### src/rtl/mrs_pkg.sv
package mrs_pkg;
  localparam int BL_LSB  = 0;
  localparam int BL_MSB  = 2;
  localparam int BT_BIT  = 3;
  localparam int RL_LSB  = 4;
  localparam int RL_MSB  = 6;
  localparam int TM_LSB  = 7;

  typedef enum logic [1:0] {PH_IDLE, PH_FIRST, PH_SECOND} wr_phase_t;

  typedef struct packed {
    logic timing;
    logic bank_state;
    logic bank_addr;
    logic reserved;
    logic test;
  } err_flags_t;
endpackage

### src/rtl/mrs_cmd_decode.sv
module mrs_cmd_decode (
  input  logic clk,
  input  logic rst,
  input  logic cke,
  input  logic cs_n,
  input  logic ras_n,
  input  logic cas_n,
  input  logic we_n,
  output logic is_mrs,
  output logic is_active
);
  logic cke_prev;

  always_ff @(posedge clk) begin
    if (rst) cke_prev <= 1'b0;
    else     cke_prev <= cke;
  end

  // write needs cke high on this edge and the one before
  assign is_mrs    = cke && cke_prev && !cs_n && !ras_n && !cas_n && !we_n;
  // anything selected that is not a no-operation
  assign is_active = !cs_n && !(ras_n && cas_n && we_n);
endmodule

### src/rtl/mrs_field_decode.sv
module mrs_field_decode #(
  parameter int ADDR_W = 13,
  parameter int BL_W   = 5,
  parameter int RL_W   = 2
) (
  input  logic [ADDR_W-1:0] addr,
  output logic [BL_W-1:0]   bl_val,
  output logic              bt,
  output logic [RL_W-1:0]   rl_val,
  output logic              bl_rsvd,
  output logic              rl_rsvd,
  output logic              test_nz
);
  import mrs_pkg::*;
  localparam int BLC_W = BL_MSB - BL_LSB + 1;
  localparam int RLC_W = RL_MSB - RL_LSB + 1;

  logic [BLC_W-1:0] bl_code;
  logic [RLC_W-1:0] rl_code;

  assign bl_code = addr[BL_MSB:BL_LSB];
  assign rl_code = addr[RL_MSB:RL_LSB];
  assign bt      = addr[BT_BIT];
  assign test_nz = |addr[ADDR_W-1:TM_LSB];

  always_comb begin
    bl_rsvd = (bl_code == '0) || (bl_code > BLC_W'(4));
    bl_val  = bl_rsvd ? '0 : (BL_W'(1) << bl_code);
  end

  always_comb begin
    rl_rsvd = !(rl_code == RLC_W'(2) || rl_code == RLC_W'(3));
    rl_val  = rl_rsvd ? '0 : RL_W'(rl_code);
  end
endmodule

### src/rtl/mrs_write_seq.sv
module mrs_write_seq (
  input  logic clk,
  input  logic rst,
  input  logic accept,
  output logic busy,
  output logic emr_pulse
);
  import mrs_pkg::*;
  wr_phase_t phase;

  always_ff @(posedge clk) begin
    if (rst) phase <= PH_IDLE;
    else begin
      unique case (phase)
        PH_IDLE:   if (accept) phase <= PH_FIRST;
        PH_FIRST:  phase <= PH_SECOND;
        PH_SECOND: phase <= PH_IDLE;
        default:   phase <= PH_IDLE;
      endcase
    end
  end

  assign busy      = (phase != PH_IDLE);
  assign emr_pulse = (phase == PH_SECOND);
endmodule

### src/rtl/sdram_mode_tracker.sv
module sdram_mode_tracker #(
  parameter int ADDR_W = 13,
  parameter int BA_W   = 2,
  parameter int BL_W   = 5,
  parameter int RL_W   = 2
) (
  input  logic              clk,
  input  logic              rst,
  input  logic              clr_err,
  input  logic              cke,
  input  logic              cs_n,
  input  logic              ras_n,
  input  logic              cas_n,
  input  logic              we_n,
  input  logic [ADDR_W-1:0] addr,
  input  logic [BA_W-1:0]   ba,
  input  logic              banks_idle,
  output logic              mr_valid,
  output logic [BL_W-1:0]   burst_len,
  output logic              burst_interleave,
  output logic [RL_W-1:0]   read_lat,
  output logic              mr_busy,
  output logic              emr_reset,
  output logic              err_timing,
  output logic              err_bank_state,
  output logic              err_bank_addr,
  output logic              err_reserved,
  output logic              err_test
);
  import mrs_pkg::*;

  logic is_mrs, is_active;
  logic [BL_W-1:0] bl_d;
  logic [RL_W-1:0] rl_d;
  logic bt_d, bl_rsvd, rl_rsvd, test_nz;
  logic accept;
  err_flags_t err_q, err_set;

  mrs_cmd_decode u_cmd (
    .clk(clk), .rst(rst), .cke(cke), .cs_n(cs_n), .ras_n(ras_n),
    .cas_n(cas_n), .we_n(we_n), .is_mrs(is_mrs), .is_active(is_active)
  );

  mrs_field_decode #(.ADDR_W(ADDR_W), .BL_W(BL_W), .RL_W(RL_W)) u_fields (
    .addr(addr), .bl_val(bl_d), .bt(bt_d), .rl_val(rl_d),
    .bl_rsvd(bl_rsvd), .rl_rsvd(rl_rsvd), .test_nz(test_nz)
  );

  mrs_write_seq u_seq (
    .clk(clk), .rst(rst), .accept(accept),
    .busy(mr_busy), .emr_pulse(emr_reset)
  );

  assign accept = is_mrs && !mr_busy && banks_idle && (ba == '0);

  always_comb begin
    err_set.timing     = mr_busy && is_active;
    err_set.bank_state = is_mrs && !mr_busy && !banks_idle;
    err_set.bank_addr  = is_mrs && !mr_busy && banks_idle && (ba != '0);
    err_set.reserved   = accept && (bl_rsvd || rl_rsvd);
    err_set.test       = accept && test_nz;
  end

  always_ff @(posedge clk) begin
    if (rst) begin
      mr_valid         <= 1'b0;
      burst_len        <= '0;
      burst_interleave <= 1'b0;
      read_lat         <= '0;
    end else if (accept) begin
      mr_valid         <= 1'b1;
      burst_len        <= bl_d;
      burst_interleave <= bt_d;
      read_lat         <= rl_d;
    end
  end

  always_ff @(posedge clk) begin
    if (rst || clr_err) err_q <= '0;
    else                err_q <= err_q | err_set;
  end

  assign err_timing     = err_q.timing;
  assign err_bank_state = err_q.bank_state;
  assign err_bank_addr  = err_q.bank_addr;
  assign err_reserved   = err_q.reserved;
  assign err_test       = err_q.test;


  busy_two_chk: assert property (@(posedge clk) disable iff (rst)
    $rose(mr_busy) |=> mr_busy);

  busy_end_chk: assert property (@(posedge clk) disable iff (rst)
    (mr_busy && $past(mr_busy)) |=> !mr_busy);

  emr_in_second_chk: assert property (@(posedge clk) disable iff (rst)
    emr_reset |-> (mr_busy && $past(mr_busy)));

  valid_hold_chk: assert property (@(posedge clk) disable iff (rst)
    mr_valid |=> mr_valid);

  timing_flag_chk: assert property (@(posedge clk) disable iff (rst)
    (mr_busy && is_active && !clr_err) |=> err_timing);

  bank_state_chk: assert property (@(posedge clk) disable iff (rst)
    (is_mrs && !mr_busy && !banks_idle && !clr_err) |=> err_bank_state);

  bank_addr_chk: assert property (@(posedge clk) disable iff (rst)
    (is_mrs && !mr_busy && banks_idle && ba != '0) |=> $stable(burst_len));
endmodule

### config.mk
export PLATFORM = sky130hd
export DESIGN_NAME = sdram_mode_tracker
export DESIGN_NICKNAME = d
export VERILOG_FILES = /design/src/rtl/mrs_pkg.sv /design/src/rtl/mrs_cmd_decode.sv /design/src/rtl/mrs_field_decode.sv /design/src/rtl/mrs_write_seq.sv /design/src/rtl/sdram_mode_tracker.sv
export SDC_FILE = /design/constraint.sdc
export NUM_CORES = 1
export LEC_CHECK = 0
export ABC_CLOCK_PERIOD_IN_PS = 2000
export BUFFER_PORTS_ARGS = -buffer_cell sky130_fd_sc_hd__buf_2
export CORE_UTILIZATION = 45
export CTS_BUF_LIST = sky130_fd_sc_hd__clkbuf_4
export DETAILED_ROUTE_END_ITERATION = 10
export PLACE_DENSITY = 0.74
export SYNTH_ARGS = -nofsm -noshare
export SYNTH_HDL_FRONTEND = slang
export SYNTH_HIERARCHICAL = 1
export SYNTH_SLANG_ARGS = --single-unit
export TNS_END_PERCENT = 1
### constraint.sdc
create_clock -name clk -period 2 [get_ports clk]
set_clock_uncertainty 0.15 [all_clocks]
set_input_delay 0.4 -clock clk [delete_from_list [all_inputs] [get_ports clk]]
set_output_delay 0.4 -clock clk [all_outputs]
set_load 0.05 [all_outputs]
==> results of run 1 <==
==> path summary, 6_finish.rpt <==
kind                                             startpoint                     endpoint  slack [ns]
worst min register to register    burst_len[4]$_SDFFE_PP0P_    burst_len[4]$_SDFFE_PP0P_        0.33
worst min-delay path                                clr_err          err_test$_SDFF_PP0_        0.17
worst max-delay path            u_seq/phase[0]$_SDFFE_PP0P_                      mr_busy        0.33
worst max register to register  u_seq/phase[0]$_SDFFE_PP0P_  u_seq/phase[0]$_SDFFE_PP0P_        0.48
==> registers in the layout, summed over array words and instances (netlist names) <==
signal and count:
burst_len 5, read_lat 2, u_seq/phase 2, burst_interleave 1
err_bank_addr 1, err_bank_state 1, err_reserved 1, err_test 1
err_timing 1, mr_valid 1, u_cmd/cke_prev 1
==> power breakdown <==
| group | internal [W] | total, W | leakage [nW] | switching (W) |
|---|---|---|---|---|
| clock | 0.0000909 | 0.000186 | 0.0184 | 0.0000955 |
| sequential | 0.000339 | 0.000340 | 0.137 | 0.000000268 |
| combinational | 0.0000297 | 0.0000563 | 0.329 | 0.0000266 |
==> worst register-to-register path: stages (launching register included) <==
cell	delay (ns)
dfxtp_1	0.35
or2_1	0.28
and3b_1	0.24
and2_4	0.24
nor4b_2	0.20
==> per-layer routing <==
metal,global-route usage,routed length (um)
met5,0,0
met4,0.0545,12
met3,0.0612,84
met2,0.288,713
met1,0.219,773
==> through the flow <==
| step | power (W) | setup slack [ns] |
|---|---|---|
| 2_1_floorplan | 0.000375 | 0.245 |
| 3_3_place_gp | 0.000403 | 0.230 |
| 3_5_place_dp | 0.000404 | 0.191 |
| 4_1_cts | 0.000588 | 0.311 |
| 5_1_grt | 0.000609 | 0.226 |
| 6_report | 0.000582 | 0.327 |
==> kinds of logic (layout without fill, tap and decap cells) <==
kind of cell / count (synthesis) / in the layout / synth area share
buffers and inverters: 8 / 46 / 0.0581
other: 1 / 1 / 0.00458
AND/OR/NAND/NOR: 43 / 43 / 0.364
AO/OA/AOI/OAI: 16 / 16 / 0.147
flip-flops: 17 / 17 / 0.416
XOR/XNOR: 1 / 1 / 0.0107
==> synthesized netlist by cell type (2+ instances only) <==
cell and number:
nor3b_1 4, nor2_1 5, o21ai_2 8, nor4_1 2, nor3_1 2, buf_4 2
nand4b_1 8, a21oi_1 3, o21a_1 2, buf_2 2, and3b_1 2, and2_1 2
a31oi_1 2, clkbuf_1 2, nand2b_1 8, dfxtp_1 17, nor2b_1 2
==> cells in the final DEF (no fill, tap or decap), drive strengths merged, types with 3 or more instances in the layout <==
| cell | n |
|---|---|
| dfxtp | 17 |
| nor3b | 4 |
| clkbuf | 4 |
| nor2 | 6 |
| and2 | 3 |
| nand4b | 8 |
| buf | 41 |
| nand2b | 8 |
| a21oi | 3 |
| nor2b | 3 |
| o21ai | 8 |
==> cell type report <==
cell class,instances,share of cell area
Multi-Input combinational cell,61,0.411
Sequential cell,17,0.325
Timing Repair Buffer,41,0.201
Tap cell,25,0.0299
Clock buffer,4,0.0287
Inverter,1,0.00359
==> impl_results.md, run 1 <==
* Run status: finished, final reports clean
* GPL Wtd Cong at 0.772
* CP endpoint kind: output pin
* Setup CP Type: flop to output pin
* Clk sinks at 17
* CTS Buf Count at 3
* CP Cell Sequence: or2_1 > buf_2
* Hold buffer count at cts at 0
* DP Area at 1020 um2
* Fill cells at 171
* Fin. Hold Viols at 0
* Netlist cell types at 30
* Clk slew on worst S/H paths at 0.09 ns
* Initial antenna violation count at 0
* DP Wirelength at 1160 um
* Synth Cell Area at 818 um2
* Final slew viol count at 0
* Final WL at 1580 um
* Req. time, crit path at 1.45 ns
* I/O pin cnt at 40
* Die area at 1990 um2
* First-pass iteration count of the detailed router at 4
* Avg Cell Area, Syn at 9.51 um2
* H-Tree Level Count at 1
* Antenna Cells at 0
* Crit path time final at 1.67 ns
* Post-Syn Instances at 86
* Buf+Inv Stages, Crit Path at 1
* Yosys warns at 6
* Via density at 4.76
* # rows at 15
* Cell Count, Final, Fillers Out at 149
* Yosys top cell by area: dfxtp_1
* Drt wl/cell at 10.6 um
* Delay-heaviest family, CP: flip-flops
* PwrDens at 557 nW/um2
* Worst Path Arrival at 1.12 ns
* EDFF count, synth at 0
* Syn Nets at 110
* Nets@finish at 149
* Register area share after synthesis at 0.416
* GRT overflow at 0
* Top FF cell, synth: dfxtp_1
* Setup tns final at 0 ns
* CTS max path bufs at 2
* Post-cts resize count at 0
* Hold slack at 0.166 ns
* Type of origin of the critical path: flop
* Die Y-Extent at 44.6 um
* Largest fanout on the critical path at 4
* Clk root buf: clkbuf_4
* Leak at 0.485 nW
* Gr usage total at 0.177
* Multi-input gate area at 430 um2
* Count of endpoints failing setup in the final report at 0
* Slowest CP cell: dfxtp_1
* Hold Path Depth at 2
* Cells on worst reg2reg path at 4
* Post-route cell area at 1050 um2
* Core area at 1710 um2
* Initial Utilization at 0.479
* FF+latch count, synth at 17
* Clk_lat worst skew at 0.27 ns
* Setup bufs post-CTS at 0
* RSZ-0062 raised after global routing: false
* Max Clock Freq at 598 MHz
* Area delta synth->final at 27.8%
* TritonCTS clock tree: built
* Routed Antenna Nets at 0
* Max VDD drop at 0.424 mV
* Fraction of registers with async set/reset at 0
* Post-layout util at 0.612
* CP max stage delay at 0.35 ns
* Hold Crit Class: primary input to flop
* Number of global-route vias before repair at 608
* Routed via count at 709
* Critical path depth at 2
* Storage element area at 340 um2
* Top cell type's share of synthesized area at 0.416
* Synth top area cells: dfxtp_1 (42%), nand4b_1 (8.6%), o21ai_2 (8.6%)
* First-pass GRT wire length at 2620 um
* Die width at 44.6 um
* Tcrit/Tclk final at 0.836
* # DRC at 0
* Port bufs at 39
* Layout cells sized above 1 at 0.468
* Max Cap Violations at 0
* Largest net degree at the start of global routing at 24
* Placed cell count at 145
* First DRT Iteration DRCs at 11
Power figures use the tool's default switching activity.
==> run 2, diff against run 1 <==
--- a/config.mk
+++ b/config.mk
@@ -5,7 +5,7 @@
 export SDC_FILE = /design/constraint.sdc
 export NUM_CORES = 1
 export LEC_CHECK = 0
-export ABC_CLOCK_PERIOD_IN_PS = 2000
+export ABC_CLOCK_PERIOD_IN_PS = 1700
 export BUFFER_PORTS_ARGS = -buffer_cell sky130_fd_sc_hd__buf_2
 export CORE_UTILIZATION = 45
 export CTS_BUF_LIST = sky130_fd_sc_hd__clkbuf_4
==> constraint.sdc (replaced) <==
create_clock -name clk -period 1.7 [get_ports clk]
set_clock_uncertainty 0.15 [all_clocks]
set_input_delay 0.34 -clock clk [delete_from_list [all_inputs] [get_ports clk]]
set_output_delay 0.34 -clock clk [all_outputs]
set_load 0.05 [all_outputs]
==> run 2 against run 1 <==
Compared with the run above:
- utilization rose by 2.5 points
- clock power rose by 20%
- cell count increased by 1.3%
- largest power group unchanged
==> impl_results.md, run 2 (synthesized netlist as in run 1, its figures left out) <==
* Post-cts resize count at 0
* Area delta synth->final at 33.0%
* Slowest CP cell: dfxtp_1
* Multi-input gate area at 433 um2
* Storage element area at 340 um2
* Leak at 0.501 nW
* Routed Antenna Nets at 0
* Crit path time final at 1.59 ns
* Worst slack, placed at -0.00399 ns
* Type of origin of the critical path: flop
* Run status: finished, final reports clean
* Hold buffer count at cts at 0
* CTS max path bufs at 2
* Fin. Hold Viols at 0
* Final slew viol count at 0
* Clk slew on worst S/H paths at 0.09 ns
* R2R Setup Slk at 0.21 ns
* Sw Pwr at 0.000149 W
* Antenna Cells at 0
* Clk root buf: clkbuf_4
* Setup CP Type: flop to output pin
* Most frequent cells in the layout: buf_2 (39), dfxtp_1 (17), nand2b_1 (8), nand4b_1 (8), o21ai_2 (8)
* Cells on worst reg2reg path at 5
* Die Y-Extent at 44.6 um
* Core area at 1710 um2
* Biggest register: burst_len
* Die width at 44.6 um
* # rows at 15
* Count of endpoints failing setup in the final report at 0
* RSZ-0062 raised after global routing: false
* Top Registers: burst_len: 5 flops, read_lat: 2 flops, u_seq/phase: 2 flops
* CP max stage delay at 0.34 ns
* Final WL at 1730 um
* H-Tree Level Count at 1
* Routed via count at 735
* Req. time, crit path at 1.21 ns
* Die area at 1990 um2
* Largest net degree at the start of global routing at 24
* GR Util met3 at 0.0408
* DP Wirelength at 1330 um
* First DRT Iteration DRCs at 12
* Sw frac at 0.215
* Clk sinks at 17
* CTS Buf Count at 3
* Drt wl/cell at 11.4 um
* CP Cell Sequence: or2_4 > buf_2
* TritonCTS clock tree: built
* Met2 GRT Util at 0.312
* Pint at 0.000541 W
* Hold slack at 0.103 ns
* Max Cap Violations at 0
* Gr usage total at 0.192
* Hold Path Depth at 2
* Most common cell after layout, fill and taps aside: buf_2
* Number of global-route vias before repair at 686
* Combinational power share at 0.097
* CP endpoint kind: output pin
* Setup tns final at 0 ns
* Max reg flops at 5
* # DRC at 0
* Via density at 4.87
* Worst Path Arrival at 1.10 ns
* Largest fanout on the critical path at 4
* Max VDD drop at 0.468 mV
* Worst setup margin at 0.112 ns
* I/O pin cnt at 40
* Fill cells at 152
* Setup bufs post-CTS at 0
* Max Clock Freq at 630 MHz
* Hold Crit Class: primary input to flop
* Tcrit/Tclk final at 0.934
* Clk_lat worst skew at 0.28 ns
* First-pass GRT wire length at 2790 um
* Nets@finish at 151
* Port bufs at 39
* Met1 usage at 0.243
* Post-layout util at 0.637
* PwrDens at 634 nW/um2
* Power share of the sequential group at 0.579
* Tot Pwr at 0.000690 W
* Clk pwr share at 0.324
* First-pass iteration count of the detailed router at 4
* GRT overflow at 0
* Layout cells sized above 1 at 0.484
* GPL Wtd Cong at 0.779
* Initial Utilization at 0.479
* GRT Max-Usage Layer: met2
* Initial antenna violation count at 0
[run 2: cell types whose count changed in the layout (fill, tap and decap cells not counted), sizes merged]
| cell | previous run | this run |
|---|---|---|
| buf | 41 | 43 |
[run 2: path summary, 6_finish.rpt]
kind	startpoint	to
max	u_seq/phase[0]$_SDFFE_PP0P_	mr_busy
min reg2reg	read_lat[1]$_SDFFE_PP0P_	read_lat[1]$_SDFFE_PP0P_
max reg2reg	u_seq/phase[0]$_SDFFE_PP0P_	err_bank_addr$_SDFF_PP0_
min	clr_err	err_timing$_SDFF_PP0_
[run 2: metrics by stage]
step / instance area (um2) / std cells
6_report: 1090 / 151
5_1_grt: 1090 / 151
4_1_cts: 1090 / 151
3_5_place_dp: 1060 / 147
3_3_place_gp: 1060 / 147
2_1_floorplan: 821 / 86
[run 2: layout make-up]
class,instances,share of cell area
Multi-Input combinational cell,61,0.398
Inverter,1,0.00345
Tap cell,25,0.0287
Timing Repair Buffer,43,0.230
Clock buffer,4,0.0276
Sequential cell,17,0.313
[run 2: critical path: cells and delay by family (launching register included)]
family | cells | cell delay, ns
buf+inv | 1 | 0.21
flops | 1 | 0.34
simple gates | 1 | 0.26
[run 2: routing by layer]
metal  wire (um)  part of all wire
met1         776              0.45
met2         873              0.51
met3          64             0.037
met4          12            0.0070
met5           0                 0
[run 2: power groups by stage]
stage	clock [W]	sequential [W]	combinational [W]
after floorplan	0	0.000409	0.0000320
after global placement	0	0.000409	0.0000650
after detailed placement	0	0.000409	0.0000668
after CTS	0.000238	0.000400	0.0000669
after global routing	0.000251	0.000400	0.0000733
final	0.000224	0.000400	0.0000668
==> run 3, diff against run 2 <==
--- a/config.mk
+++ b/config.mk
@@ -7,10 +7,10 @@
 export LEC_CHECK = 0
 export ABC_CLOCK_PERIOD_IN_PS = 1700
 export BUFFER_PORTS_ARGS = -buffer_cell sky130_fd_sc_hd__buf_2
-export CORE_UTILIZATION = 45
+export CORE_UTILIZATION = 36
 export CTS_BUF_LIST = sky130_fd_sc_hd__clkbuf_4
 export DETAILED_ROUTE_END_ITERATION = 10
-export PLACE_DENSITY = 0.74
+export PLACE_DENSITY = 0.61
 export SYNTH_ARGS = -nofsm -noshare
 export SYNTH_HDL_FRONTEND = slang
 export SYNTH_HIERARCHICAL = 1
==> run 3 against run 2 <==
Compared with the run above:
- non-clock buffer count up 1
- worst hold slack worse by 0.0011 ns
- sequential share of layout area down 0.28 points
- largest cell class unchanged
==> impl_results.md, run 3 (synthesized netlist as in run 1, its figures left out) <==
* Run status: finished, final reports clean
* Count of endpoints failing setup in the final report at 0
* Gr usage total at 0.155
* Initial Utilization at 0.401
* CP max stage delay at 0.35 ns
* Leak at 0.506 nW
* Clk root buf: clkbuf_4
* Req. time, crit path at 1.21 ns
* Setup CP Type: flop to output pin
* Largest fanout on the critical path at 4
* CTS Buf Count at 3
* Routed Antenna Nets at 0
* Via density at 4.69
* Power share of the sequential group at 0.577
* Clk pwr share at 0.324
* Type of origin of the critical path: flop
* Clk sinks at 17
* Worst setup margin at 0.0998 ns
* Max VDD drop at 0.347 mV
* Worst slack, placed at -0.00522 ns
* Max Clock Freq at 625 MHz
* First DRT Iteration DRCs at 8
* Final slew viol count at 0
* Fill cells at 216
* Layout cells sized above 1 at 0.488
* Post-cts resize count at 0
* Delay-heaviest family, CP: flip-flops
* Storage element area at 340 um2
* Port bufs at 39
* Die area at 2470 um2
* Routed via count at 722
* DP Wirelength at 1260 um
* Multi-input gate area at 433 um2
* Antenna Cells at 0
* First-pass GRT wire length at 3020 um
* Biggest register: burst_len
* Max reg flops at 5
* Tot Pwr at 0.000693 W
* Max Cap Violations at 0
* Setup bufs post-CTS at 0
* # DRC at 0
* Fin. Hold Viols at 0
* PwrDens at 631 nW/um2
* Sw Pwr at 0.000150 W
* Initial antenna violation count at 0
* Hold buffer count at cts at 0
* First-pass iteration count of the detailed router at 3
* I/O pin cnt at 40
* Largest net degree at the start of global routing at 24
* GRT overflow at 0
* Area delta synth->final at 34.3%
* Clk slew on worst S/H paths at 0.09 ns
* CTS max path bufs at 2
* # rows at 16
* Sw frac at 0.216
* Number of global-route vias before repair at 704
* Clk_lat worst skew at 0.28 ns
* Hold Crit Class: primary input to flop
* Die Y-Extent at 49.7 um
* Most common cell after layout, fill and taps aside: buf_2
* Slowest CP cell: dfxtp_1
* Top Registers: burst_len: 5 flops, read_lat: 2 flops, u_seq/phase: 2 flops
* CP Cell Sequence: or2_4 > buf_2
* Drt wl/cell at 11.0 um
* Buf+Inv Stages, Crit Path at 1
* GPL Wtd Cong at 0.745
* Die width at 49.7 um
* Final WL at 1690 um
* RSZ-0062 raised after global routing: false
* Worst Path Arrival at 1.11 ns
* Hold slack at 0.102 ns
* Most frequent cells in the layout: buf_2 (39), dfxtp_1 (17), nand2b_1 (8), nand4b_1 (8), o21ai_2 (8)
* Combinational power share at 0.099
* TritonCTS clock tree: built
* Crit path time final at 1.60 ns
* Tcrit/Tclk final at 0.941
* Pint at 0.000543 W
* Nets@finish at 152
* Core area at 2040 um2
* H-Tree Level Count at 1
* CP endpoint kind: output pin
## run 3: cell count changes in the layout (fill, tap and decap cells not counted)
cell | previous run | this run
buf_4 | 2 | 3
## run 3: metrics by stage
stage	setup TNS, ns	utilization	cells	cell area [um2]
after floorplan	0	-	86	821
after global placement	0	0.523	150	1070
after detailed placement	-0.00522	0.523	150	1070
after CTS	0	0.538	154	1100
after global routing	0	0.538	154	1100
final	0	0.538	154	1100
## run 3: worst paths after layout
check                                            startpoint                       end  slack (ns)  cells past startpoint
worst max register to register  u_seq/phase[0]$_SDFFE_PP0P_  err_bank_addr$_SDFF_PP0_        0.22                      5
worst max-delay path            u_seq/phase[0]$_SDFFE_PP0P_                   mr_busy         0.1                      2
worst min-delay path                                clr_err       err_test$_SDFF_PP0_        0.10                      2
worst min register to register     read_lat[0]$_SDFFE_PP0P_  read_lat[0]$_SDFFE_PP0P_        0.32                      2
## run 3: power by group through the flow
stage / Combinational, W / Sequential (W) / Clock [W]
6_report: 0.0000687 / 0.000400 / 0.000224
5_1_grt: 0.0000765 / 0.000400 / 0.000250
4_1_cts: 0.0000697 / 0.000400 / 0.000237
3_5_place_dp: 0.0000695 / 0.000409 / 0
3_3_place_gp: 0.0000680 / 0.000409 / 0
2_1_floorplan: 0.0000320 / 0.000409 / 0
## run 3: cell type report
class                   instances  share of cell area
multi-input cells              61               0.394
repair buffers                 44               0.235
well taps                      27              0.0308
clock buffers                   4              0.0273
inverters                       1             0.00342
flip-flops and latches         17               0.310
## run 3: per-layer routing
layer  share of wire  vias to the layer above  global-route usage
met1            0.46                      322               0.200
met4               0                        0              0.0524
met2            0.49                       19               0.257
met3           0.044                        0              0.0278
li1                -                      381                   -
met5               0                        -                   0
